<file path="config.mk">
export PLATFORM = sky130hd
export DESIGN_NAME = ovp_codec
export DESIGN_NICKNAME = d
export VERILOG_FILES = /design/src/rtl/ovp_pkg.sv /design/src/rtl/ovp_lane_classify.sv /design/src/rtl/ovp_pair_select.sv /design/src/rtl/ovp_pair_decode.sv /design/src/rtl/ovp_codec.sv
export SDC_FILE = /design/constraint.sdc
export NUM_CORES = 1
export LEC_CHECK = 0
export ABC_CLOCK_PERIOD_IN_PS = 3000
export BUFFER_PORTS_ARGS = -buffer_cell sky130_fd_sc_hd__buf_2
export CAP_MARGIN = 40
export CELL_PAD_IN_SITES_DETAIL_PLACEMENT = 1
export CELL_PAD_IN_SITES_GLOBAL_PLACEMENT = 2
export CORE_MARGIN = 3
export CORE_UTILIZATION = 34
export DETAILED_ROUTE_END_ITERATION = 8
export MAX_ROUTING_LAYER = met4
export PLACE_DENSITY = 0.95
export RECOVER_POWER = 25
export SLEW_MARGIN = 20
export SYNTH_ARGS = -nofsm -noshare
export SYNTH_HDL_FRONTEND = slang
export SYNTH_SLANG_ARGS = --single-unit
</file>
<file path="constraint.sdc">
create_clock -name clk -period 3 [get_ports clk]
set_input_delay 0.3 -clock clk [delete_from_list [all_inputs] [get_ports clk]]
set_output_delay 0.3 -clock clk [all_outputs]
set_load 0.05 [all_outputs]
</file>
<file path="src/rtl/ovp_pkg.sv">
package ovp_pkg;
  localparam int NIB_W = 4;
  localparam int BYTE_W = 2 * NIB_W;
  localparam logic [NIB_W-1:0] VICTIM_CODE = 4'b1000;
  localparam int INLIER_MAX = 7;
  localparam int FLT_IDX_MAX = 7;
  localparam int FLT_MIN_POW = 3;

  typedef struct packed {
    logic             outl;
    logic [NIB_W-1:0] inl_code;
    logic [NIB_W-1:0] flt_code;
  } lane_t;
endpackage

</file>
<file path="src/rtl/ovp_lane_classify.sv">
module ovp_lane_classify
  import ovp_pkg::*;
#(
  parameter int IN_W = 8
) (
  input  logic [IN_W-1:0] x,
  input  logic [IN_W-1:0] thr,
  output lane_t           lane,
  output logic [IN_W-1:0] mag
);
  localparam logic [IN_W-1:0] INL_MAX_W = IN_W'(INLIER_MAX);

  logic            neg;
  logic [IN_W-1:0] eff_thr;
  logic [2:0]      smag;
  logic [2:0]      idx;

  always_comb begin
    neg     = x[IN_W-1];
    mag     = neg ? (~x + 1'b1) : x;
    eff_thr = (thr < INL_MAX_W) ? INL_MAX_W : thr;
    lane.outl = (mag > eff_thr);
    smag = (mag > INL_MAX_W) ? 3'(INLIER_MAX) : mag[2:0];
    lane.inl_code = neg ? (4'b0000 - {1'b0, smag}) : {1'b0, smag};
  end

  always_comb begin
    idx = 3'd1;
    for (int p = FLT_MIN_POW; p < IN_W; p++) begin
      if (mag[p]) begin
        if ((2 * (p - FLT_MIN_POW) + 1 + int'(mag[p-1])) > FLT_IDX_MAX)
          idx = 3'(FLT_IDX_MAX);
        else
          idx = 3'(2 * (p - FLT_MIN_POW) + 1 + int'(mag[p-1]));
      end
    end
    lane.flt_code = {neg, idx};
  end
endmodule

</file>
<file path="src/rtl/ovp_pair_select.sv">
module ovp_pair_select
  import ovp_pkg::*;
#(
  parameter int IN_W = 8
) (
  input  lane_t             lane_a,
  input  lane_t             lane_b,
  input  logic [IN_W-1:0]   mag_a,
  input  logic [IN_W-1:0]   mag_b,
  output logic [BYTE_W-1:0] pair_byte,
  output logic              keep_a,
  output logic              keep_b
);
  always_comb begin
    keep_a = lane_a.outl && (!lane_b.outl || (mag_a >= mag_b));
    keep_b = lane_b.outl && !keep_a;
    if (keep_a)
      pair_byte = {VICTIM_CODE, lane_a.flt_code};
    else if (keep_b)
      pair_byte = {lane_b.flt_code, VICTIM_CODE};
    else
      pair_byte = {lane_b.inl_code, lane_a.inl_code};
  end
endmodule

</file>
<file path="src/rtl/ovp_pair_decode.sv">
module ovp_pair_decode
  import ovp_pkg::*;
#(
  parameter int IN_W = 8
) (
  input  logic [BYTE_W-1:0] pair_byte,
  output logic [IN_W-1:0]   val_a,
  output logic [IN_W-1:0]   val_b
);
  function automatic logic [IN_W-1:0] flt_val(input logic [NIB_W-1:0] n);
    logic [2:0]      k;
    logic [IN_W-1:0] m;
    k = n[2:0] - 3'd1;
    m = {{(IN_W-2){1'b0}}, 1'b1, k[0]} << ({1'b0, k[2:1]} + 3'd2);
    if (n[2:0] == 3'd0) m = '0;
    return n[NIB_W-1] ? (~m + 1'b1) : m;
  endfunction

  function automatic logic [IN_W-1:0] sext(input logic [NIB_W-1:0] n);
    return {{(IN_W-NIB_W){n[NIB_W-1]}}, n};
  endfunction

  logic [NIB_W-1:0] lo, hi;

  always_comb begin
    lo = pair_byte[NIB_W-1:0];
    hi = pair_byte[BYTE_W-1:NIB_W];
    if (hi == VICTIM_CODE) begin
      val_a = flt_val(lo);
      val_b = '0;
    end else if (lo == VICTIM_CODE) begin
      val_a = '0;
      val_b = flt_val(hi);
    end else begin
      val_a = sext(lo);
      val_b = sext(hi);
    end
  end
endmodule

</file>
<file path="src/rtl/ovp_codec.sv">
module ovp_codec
  import ovp_pkg::*;
#(
  parameter int IN_W = 8
) (
  input  logic              clk,
  input  logic              rst_n,
  input  logic              in_valid,
  input  logic [IN_W-1:0]   in_a,
  input  logic [IN_W-1:0]   in_b,
  input  logic [IN_W-1:0]   in_thr,
  output logic              out_valid,
  output logic [BYTE_W-1:0] out_byte,
  output logic [IN_W-1:0]   dec_a,
  output logic [IN_W-1:0]   dec_b
);
  localparam int LANES = 2;

  // reset: asserted asynchronously, released through two flops
  logic [1:0] rst_sync_q;
  logic       rst_int_n;

  always_ff @(posedge clk or negedge rst_n) begin
    if (!rst_n) rst_sync_q <= 2'b00;
    else        rst_sync_q <= {rst_sync_q[0], 1'b1};
  end
  assign rst_int_n = rst_sync_q[1];

  lane_t           lanes [LANES];
  logic [IN_W-1:0] mags  [LANES];
  logic [IN_W-1:0] raw   [LANES];

  assign raw[0] = in_a;
  assign raw[1] = in_b;

  for (genvar g = 0; g < LANES; g++) begin : g_lane
    ovp_lane_classify #(.IN_W(IN_W)) u_cls (
      .x    (raw[g]),
      .thr  (in_thr),
      .lane (lanes[g]),
      .mag  (mags[g])
    );
  end

  logic [BYTE_W-1:0] sel_byte;
  logic              keep_a, keep_b;

  ovp_pair_select #(.IN_W(IN_W)) u_sel (
    .lane_a    (lanes[0]),
    .lane_b    (lanes[1]),
    .mag_a     (mags[0]),
    .mag_b     (mags[1]),
    .pair_byte (sel_byte),
    .keep_a    (keep_a),
    .keep_b    (keep_b)
  );

  logic [BYTE_W-1:0] byte_q, byte_d;
  logic              vld_q, vld_d;

  always_comb begin
    vld_d  = in_valid;
    byte_d = in_valid ? sel_byte : byte_q;
  end

  always_ff @(posedge clk or negedge rst_int_n) begin
    if (!rst_int_n) begin
      vld_q  <= 1'b0;
      byte_q <= '0;
    end else begin
      vld_q  <= vld_d;
      byte_q <= byte_d;
    end
  end

  assign out_valid = vld_q;
  assign out_byte  = byte_q;

  ovp_pair_decode #(.IN_W(IN_W)) u_dec (
    .pair_byte (byte_q),
    .val_a     (dec_a),
    .val_b     (dec_b)
  );

  AST_ONE_VICTIM: assert property (@(posedge clk) disable iff (!rst_int_n)
    out_valid |-> !((out_byte[7:4] == VICTIM_CODE) && (out_byte[3:0] == VICTIM_CODE)));
  AST_KEEP_EXCLUSIVE: assert property (@(posedge clk) disable iff (!rst_int_n)
    !(keep_a && keep_b));
  AST_INLIER_NO_MARK: assert property (@(posedge clk) disable iff (!rst_int_n)
    (in_valid && !lanes[0].outl && !lanes[1].outl) |=>
      ((out_byte[7:4] != VICTIM_CODE) && (out_byte[3:0] != VICTIM_CODE)));
  AST_VALID_FOLLOWS: assert property (@(posedge clk) disable iff (!rst_int_n)
    in_valid |=> out_valid);
  AST_HOLD_BYTE: assert property (@(posedge clk) disable iff (!rst_int_n)
    !in_valid |=> $stable(out_byte));
  AST_VICTIM_ZERO: assert property (@(posedge clk) disable iff (!rst_int_n)
    (out_byte[7:4] == VICTIM_CODE) |-> (dec_b == '0));
endmodule

</file>
Word-level counts from Yosys, hierarchy flattened
Index checks and enable logic that the tools add are counted.
{ "word_totals": {"memories": 0, "elab_cells": 94, "out_inout_bits": 25, "rom_bits": 0, "ram_bits": 0, "register_bits": 11, "latch_bits": 0, "inputBits": 27} }
{ "op_classes": {"n_eq_ne": 2, "n_div": 0, "addsub": 20, "muxes": 40, "n_bitwise": 4, "shift": 2, "order_cmp": 16, "n_mul": 0, "reduce_logical": 7} }
{ "op_table": {"columns": ["operator", "count"], "rows": [
  ["32-bit by 4-bit greater-than comparator with 1-bit output, second input constant", 10],
  ["8-bit two-way mux", 16],
  ["3-bit two-way mux", 22],
  ["8-bit by 1-bit adder with 8-bit output, second input constant", 4],
  ["8-bit NOT", 4],
  ["3-bit by 1-bit adder with 4-bit output, first input constant", 4],
  ["8-bit by 3-bit greater-than comparator with 1-bit output, second input constant", 2],
  ["8-bit greater-than comparator", 2],
  ["2-bit by 3-bit << shifter with 8-bit output", 2],
  ["4-bit by 1-bit adder with 5-bit output, first input constant", 2],
  ["4-bit equality test, second input constant", 2],
  ["8-bit greater-or-equal comparator", 1],
  ["8-bit by 3-bit < comparator with 1-bit output, second input constant", 1],
  ["4-bit two-way mux", 2],
  ["1-bit by 3-bit subtractor with 4-bit output, first input constant", 2],
  ["2-bit by 1-bit adder with 3-bit output, first input constant", 2],
  ["2-bit by 2-bit adder with 3-bit output, second input constant", 2],
  ["3-bit logical NOT", 2],
  ["3-bit by 1-bit subtractor with 3-bit output, second input constant", 2],
  ["1-bit by 1-bit adder with 2-bit output, first input constant", 2],
  ["1-bit logical AND", 2],
  ["1-bit logical NOT", 2],
  ["1-bit logical OR", 1]
]} }

Longest topological paths before layout
{ "logic_depth": {"depth_word": 13, "ltp_mapped": 14, "depth_no_buf": 14} }

Modules after synthesis
From an unflattened synthesis, not the netlist that was laid out.
{ "hier_totals": {"hier_cells": 386, "area_unflattened_um2": 2945.3} }
{ "modules_own_cells": {"columns": ["module", "seq_area_each_um2", "cells_each", "area_per_inst_um2", "instances"], "rows": [
  ["ovp_lane_classify", 0.0, 89, 628.1, 2],
  ["ovp_pair_decode", 0.0, 140, 887.1, 1],
  ["ovp_codec", 275.3, 21, 410.4, 1],
  ["ovp_pair_select", 0.0, 47, 391.6, 1]
]} }

Worst setup path after synthesis
Ideal clock, no wire load.
{ "synth_timing": {"path_type": "register to output", "startpoint": "reg byte_q[4] (netlist: out_byte[4])", "endpoint": "out dec_a[5]", "n_path_buf": 1, "t_required_ns": 2.700, "arrival_time_ns": 3.154, "stages_incl_launch_ff": 9, "path_slack_ns": -0.454, "path_cell_list": "dfrtp_1 inv_1 ha_1 nor2b_1 and2_1 clkbuf_1 or2_2 o31a_1 o21ai_0"} }
{ "synth_between": {"elab_chain_cells": 2} }
{ "synth_lines": {"columns": ["item", "line", "rtl"], "rows": [
  ["start, declared", "ovp_codec.sv:58", "logic [BYTE_W-1:0] byte_q, byte_d;"],
  ["start signal, assigned", "ovp_codec.sv:72", "byte_q <= byte_d;"],
  ["4-bit equality test", "ovp_pair_decode.sv:28", "if (hi == VICTIM_CODE) begin"],
  ["8-bit two-way mux", "ovp_pair_decode.sv:28", null],
  ["end, declared", "ovp_codec.sv:14", "output logic [IN_W-1:0] dec_a,"]
]} }
Every way passes these cells.

Final worst setup path
{ "layout_timing": {"startpoint": "reg byte_q[0] (netlist: out_byte[0])", "endpoint": "out dec_b[7]"} }
{ "layout_between": {"elab_chain_cells": 3} }
{ "layout_lines": {"columns": ["item", "line", "rtl"], "rows": [
  ["4-bit equality test", "ovp_pair_decode.sv:31", "end else if (lo == VICTIM_CODE) begin"],
  ["8-bit two-way mux", "ovp_pair_decode.sv:31", null],
  ["8-bit two-way mux", "ovp_pair_decode.sv:28", null],
  ["end, declared", "ovp_codec.sv:15", "output logic [IN_W-1:0] dec_b"]
]} }
Every way passes these cells.

==> summary.txt <==
Synth
  – Gate Count Post-Synth: around 320
  – Synth area leaders: ha_1 (18%), dfrtp_1 (11%), xnor2_1 (4.7%)
  – #FFs+latches synth: 11
  – Mean Syn Cell Area: approximately 7.5 sq um
  – Ys flop type: dfrtp_1
  – Number of distinct library cells after synthesis: between 60 and 70
  – Synthesis Warnings: 0
  – Asr flop ratio synth: between 90% and 100%
  – Cell area after synthesis: about 2400 sq um
  – EDFF count, synth: 0
  – Top-area cell type share of the netlist area: between 10% and 20%
  – Largest area contributor in the netlist: ha_1
  – Sequential area share after synthesis: a little under an eighth

Global route
  – Initial antenna violation count: 0
  – Global-route usage over all layers: 17.3%
  – Gr ovfl total: 0
  – Vias in the first global route: around 2700
  – First-pass GRT wire length: ~12 mm
  – Largest net degree at the start of global routing: 18

Power and ir drop
  – Combinational Power Share: 76.0%
  – Switch share: between 50 and 60%
  – Net load switching power: 884 uW
  – Sequential Power Share: between 10% and 20%
  – Internal: between 600 and 700 uW
  – Maximum vdd drop: roughly 0.13 mV
  – Leak pwr: around 1.5 nW
  – Share of total power in the clock network: 9.4%
  – Pwr Density: 486 nW/um^2

Floorplan
  – Initial core utilization: ~35%
  – # IOs: between 50 and 60
  – Die Ht: around 90 um
  – Row count: 30
  – Die W: approximately 90 um
  – Core Footprint: roughly 6900 sq um
  – Full die area: 8200 sq um

Timing
  – Rel. slew slack: roughly 62%
  – Crit share post-route: a little over nine tenths
  – RSZ-0062 raised after global routing: no
  – Final setup vio count: 0
  – Max Clk Rate: 355 MHz
  – Worst-Margin Slew: between 0.5 and 0.6 ns
  – Final hold violation count: 0
  – Final Skew: around 0.0011 ns
  – Worst hold slack: 0.151 ns
  – Minimum clock period: roughly 2.8 ns
  – Final Max Slew Viols: 0

Setup path
  – Largest stage delay, worst path: 0.43 ns
  – Critical Path AT: roughly 2.5 ns
  – FF-to-FF path depth: 2
  – CP bufs+invs: 3
  – Worst EP required: around 2.7 ns
  – Max FO, Critical Path: 8
  – Crit path depth: 8
  – CP Class: reg2out
  – Worst-path cell chain: inv_1 > ha_1 > nor2b_1 > and2_1 > buf_4 > nand4b_1 > and3_1 > buf_2
  – Crit-path slowest cell: dfrtp_1
  – Critical Path Sink Type: output pin
  – CP delay by family, top: simple AND/OR/NAND/NOR gates
  – Critical Path Source Type: flip-flop

Route
  – Post-route ant nets: 0
  – DR pass1 iterations: 4
  – 1st-iter DRT viols: 84
  – Vias: approximately 2600
  – Vias/cell: roughly 5.2
  – Final WL: 7.18 mm
  – DRC: 0
  – Drt wl/cell: 14.3 um

Finish
  – Most frequent cells in the layout: buf_2 (51), buf_4 (34), ha_1 (32)
  – Final Instance Area: 3170 sq um
  – Share of layout cells above drive strength 1: 29.5%
  – Final-layout fill cell count: ~900
  – Most common cell after layout, fill and taps aside: buf_2
  – Area growth syn-to-layout: 30.4%
  – Final antenna diode count: 0
  – Layout net count: ~470

CTS
  – H-tree levels: 1
  – CTS Buffer Depth: 2
  – CTS Buf Count: 3
  – Clk sinks: 11
  – Setup bufs post-CTS: 0
  – TritonCTS clock tree: done
  – Clk_lat worst skew: 0.23 ns
  – Root Buffer: clkbuf_8
  – Clock Pin Slew Worst Setup and Hold Paths: roughly 0.05 ns

Placed design
  – Final HPWL DP: around 6.1 mm
  – GPL Wtd Cong: about 0.84
  – Dpl cell area: 3050 sq um
  – Port Buffers: 51

Run
  – Max-cap violations: 0

Outcome
  – Outcome: finished clean

Min path
  – HP Class: reg2async
-- layout make-up --
class / instances / area [sq um] / area share, %
clock buffers: 4 / 45.0 / 1.42
inverters: 31 / 116 / 3.67
well taps: 96 / 120 / 3.79
flip-flops and latches: 11 / 275 / 8.69
multi-input cells: 275 / 2090 / 66.0
repair buffers: 86 / 520 / 16.4
-- synth_stat cells, types with 2 or more instances --
cell type  count
a211oi_1       3
a21o_1         8
a21oi_1       16
a22oi_1        3
a311oi_1       2
a31o_2         3
a31oi_1        3
and2_1         5
and3_1         3
and3_2         2
and4_1         4
buf_4          2
clkbuf_1       7
dfrtp_1       11
ha_1          34
inv_1         30
mux2i_1        4
nand2_1       22
nand2b_1      12
nand3_1        6
nand4_1        3
nor2_1        28
nor2b_1        7
nor3_1         8
nor3b_1        2
o211ai_1       7
o21a_1         3
o21ai_0       18
o221ai_1       2
o22ai_1        3
o31a_1         4
o31ai_1        6
or2_2          2
or3_1          5
xnor2_1       13
xor2_1         5
-- metrics by stage --
step                      TNS, ns  std cells  power [mW]  utilization [%]  setup slack [ns]
after floorplan            -0.871        327        1.06                -            -0.198
after global placement     -0.293        498        1.33             44.3            -0.133
after detailed placement   -0.763        498        1.36             44.3            -0.132
after CTS                       0        503        1.51             45.1            0.0373
after global routing            0        503        1.66             46.1           0.00383
final                           0        503        1.54             46.1             0.179
-- final timing paths --
path,slack (ns),from,end
max in group asynchronous,2.53,rst_n,rst_sync_q[0]$_DFF_PN0_
min,0.15,rst_sync_q[1]$_DFF_PN0_,out_byte[5]$_DFFE_PN0P_
min reg2reg,0.15,rst_sync_q[1]$_DFF_PN0_,out_byte[5]$_DFFE_PN0P_
max reg2reg,1.88,out_byte[7]$_DFFE_PN0P_,out_byte[7]$_DFFE_PN0P_
max,0.18,out_byte[0]$_DFFE_PN0P_,dec_b[7]
min in group clk,0.34,rst_sync_q[0]$_DFF_PN0_,rst_sync_q[1]$_DFF_PN0_
-- registers in the layout (all words and copies together), names as in the netlist --
| register | cells |
|---|---|
| rst_sync_q | 2 |
| out_byte | 8 |
| out_valid | 1 |
-- routing by layer --
layer,GRT usage [%],vias to the layer above,wire (um)
li1,-,1336,-
met5,-,-,0
met3,0.833,6,212
met1,21.0,1253,3230
met2,32.0,44,3680
met4,3.19,0,52
-- cells by family (layout without fill, tap and decap cells) --
| group | after synthesis | in the layout | share of synthesized area (%) |
|---|---|---|---|
| fa+ha+maj | 36 | 36 | 18.4 |
| simple gates | 114 | 114 | 25.1 |
| mux | 5 | 5 | 2.11 |
| flops | 11 | 11 | 11.3 |
| compound gates | 96 | 96 | 29.0 |
| xor+xnor | 19 | 19 | 7.16 |
| buf+inv | 41 | 121 | 6.69 |
| other cells | 1 | 5 | 0.154 |
-- timing repair --
action,in CTS,in global routing
endpoints found under the hold margin,2,0
hold buffers,1,0
gates resized for setup,0,15
setup endpoints to repair,0,11
-- power groups by stage --
stage | clock, mW | combinational, mW | sequential, mW
after floorplan | 0 | 0.784 | 0.276
after global placement | 0 | 1.11 | 0.223
after detailed placement | 0 | 1.14 | 0.224
after CTS | 0.145 | 1.15 | 0.222
after global routing | 0.155 | 1.28 | 0.231
final | 0.145 | 1.17 | 0.224
Power figures use the tool's default switching activity.
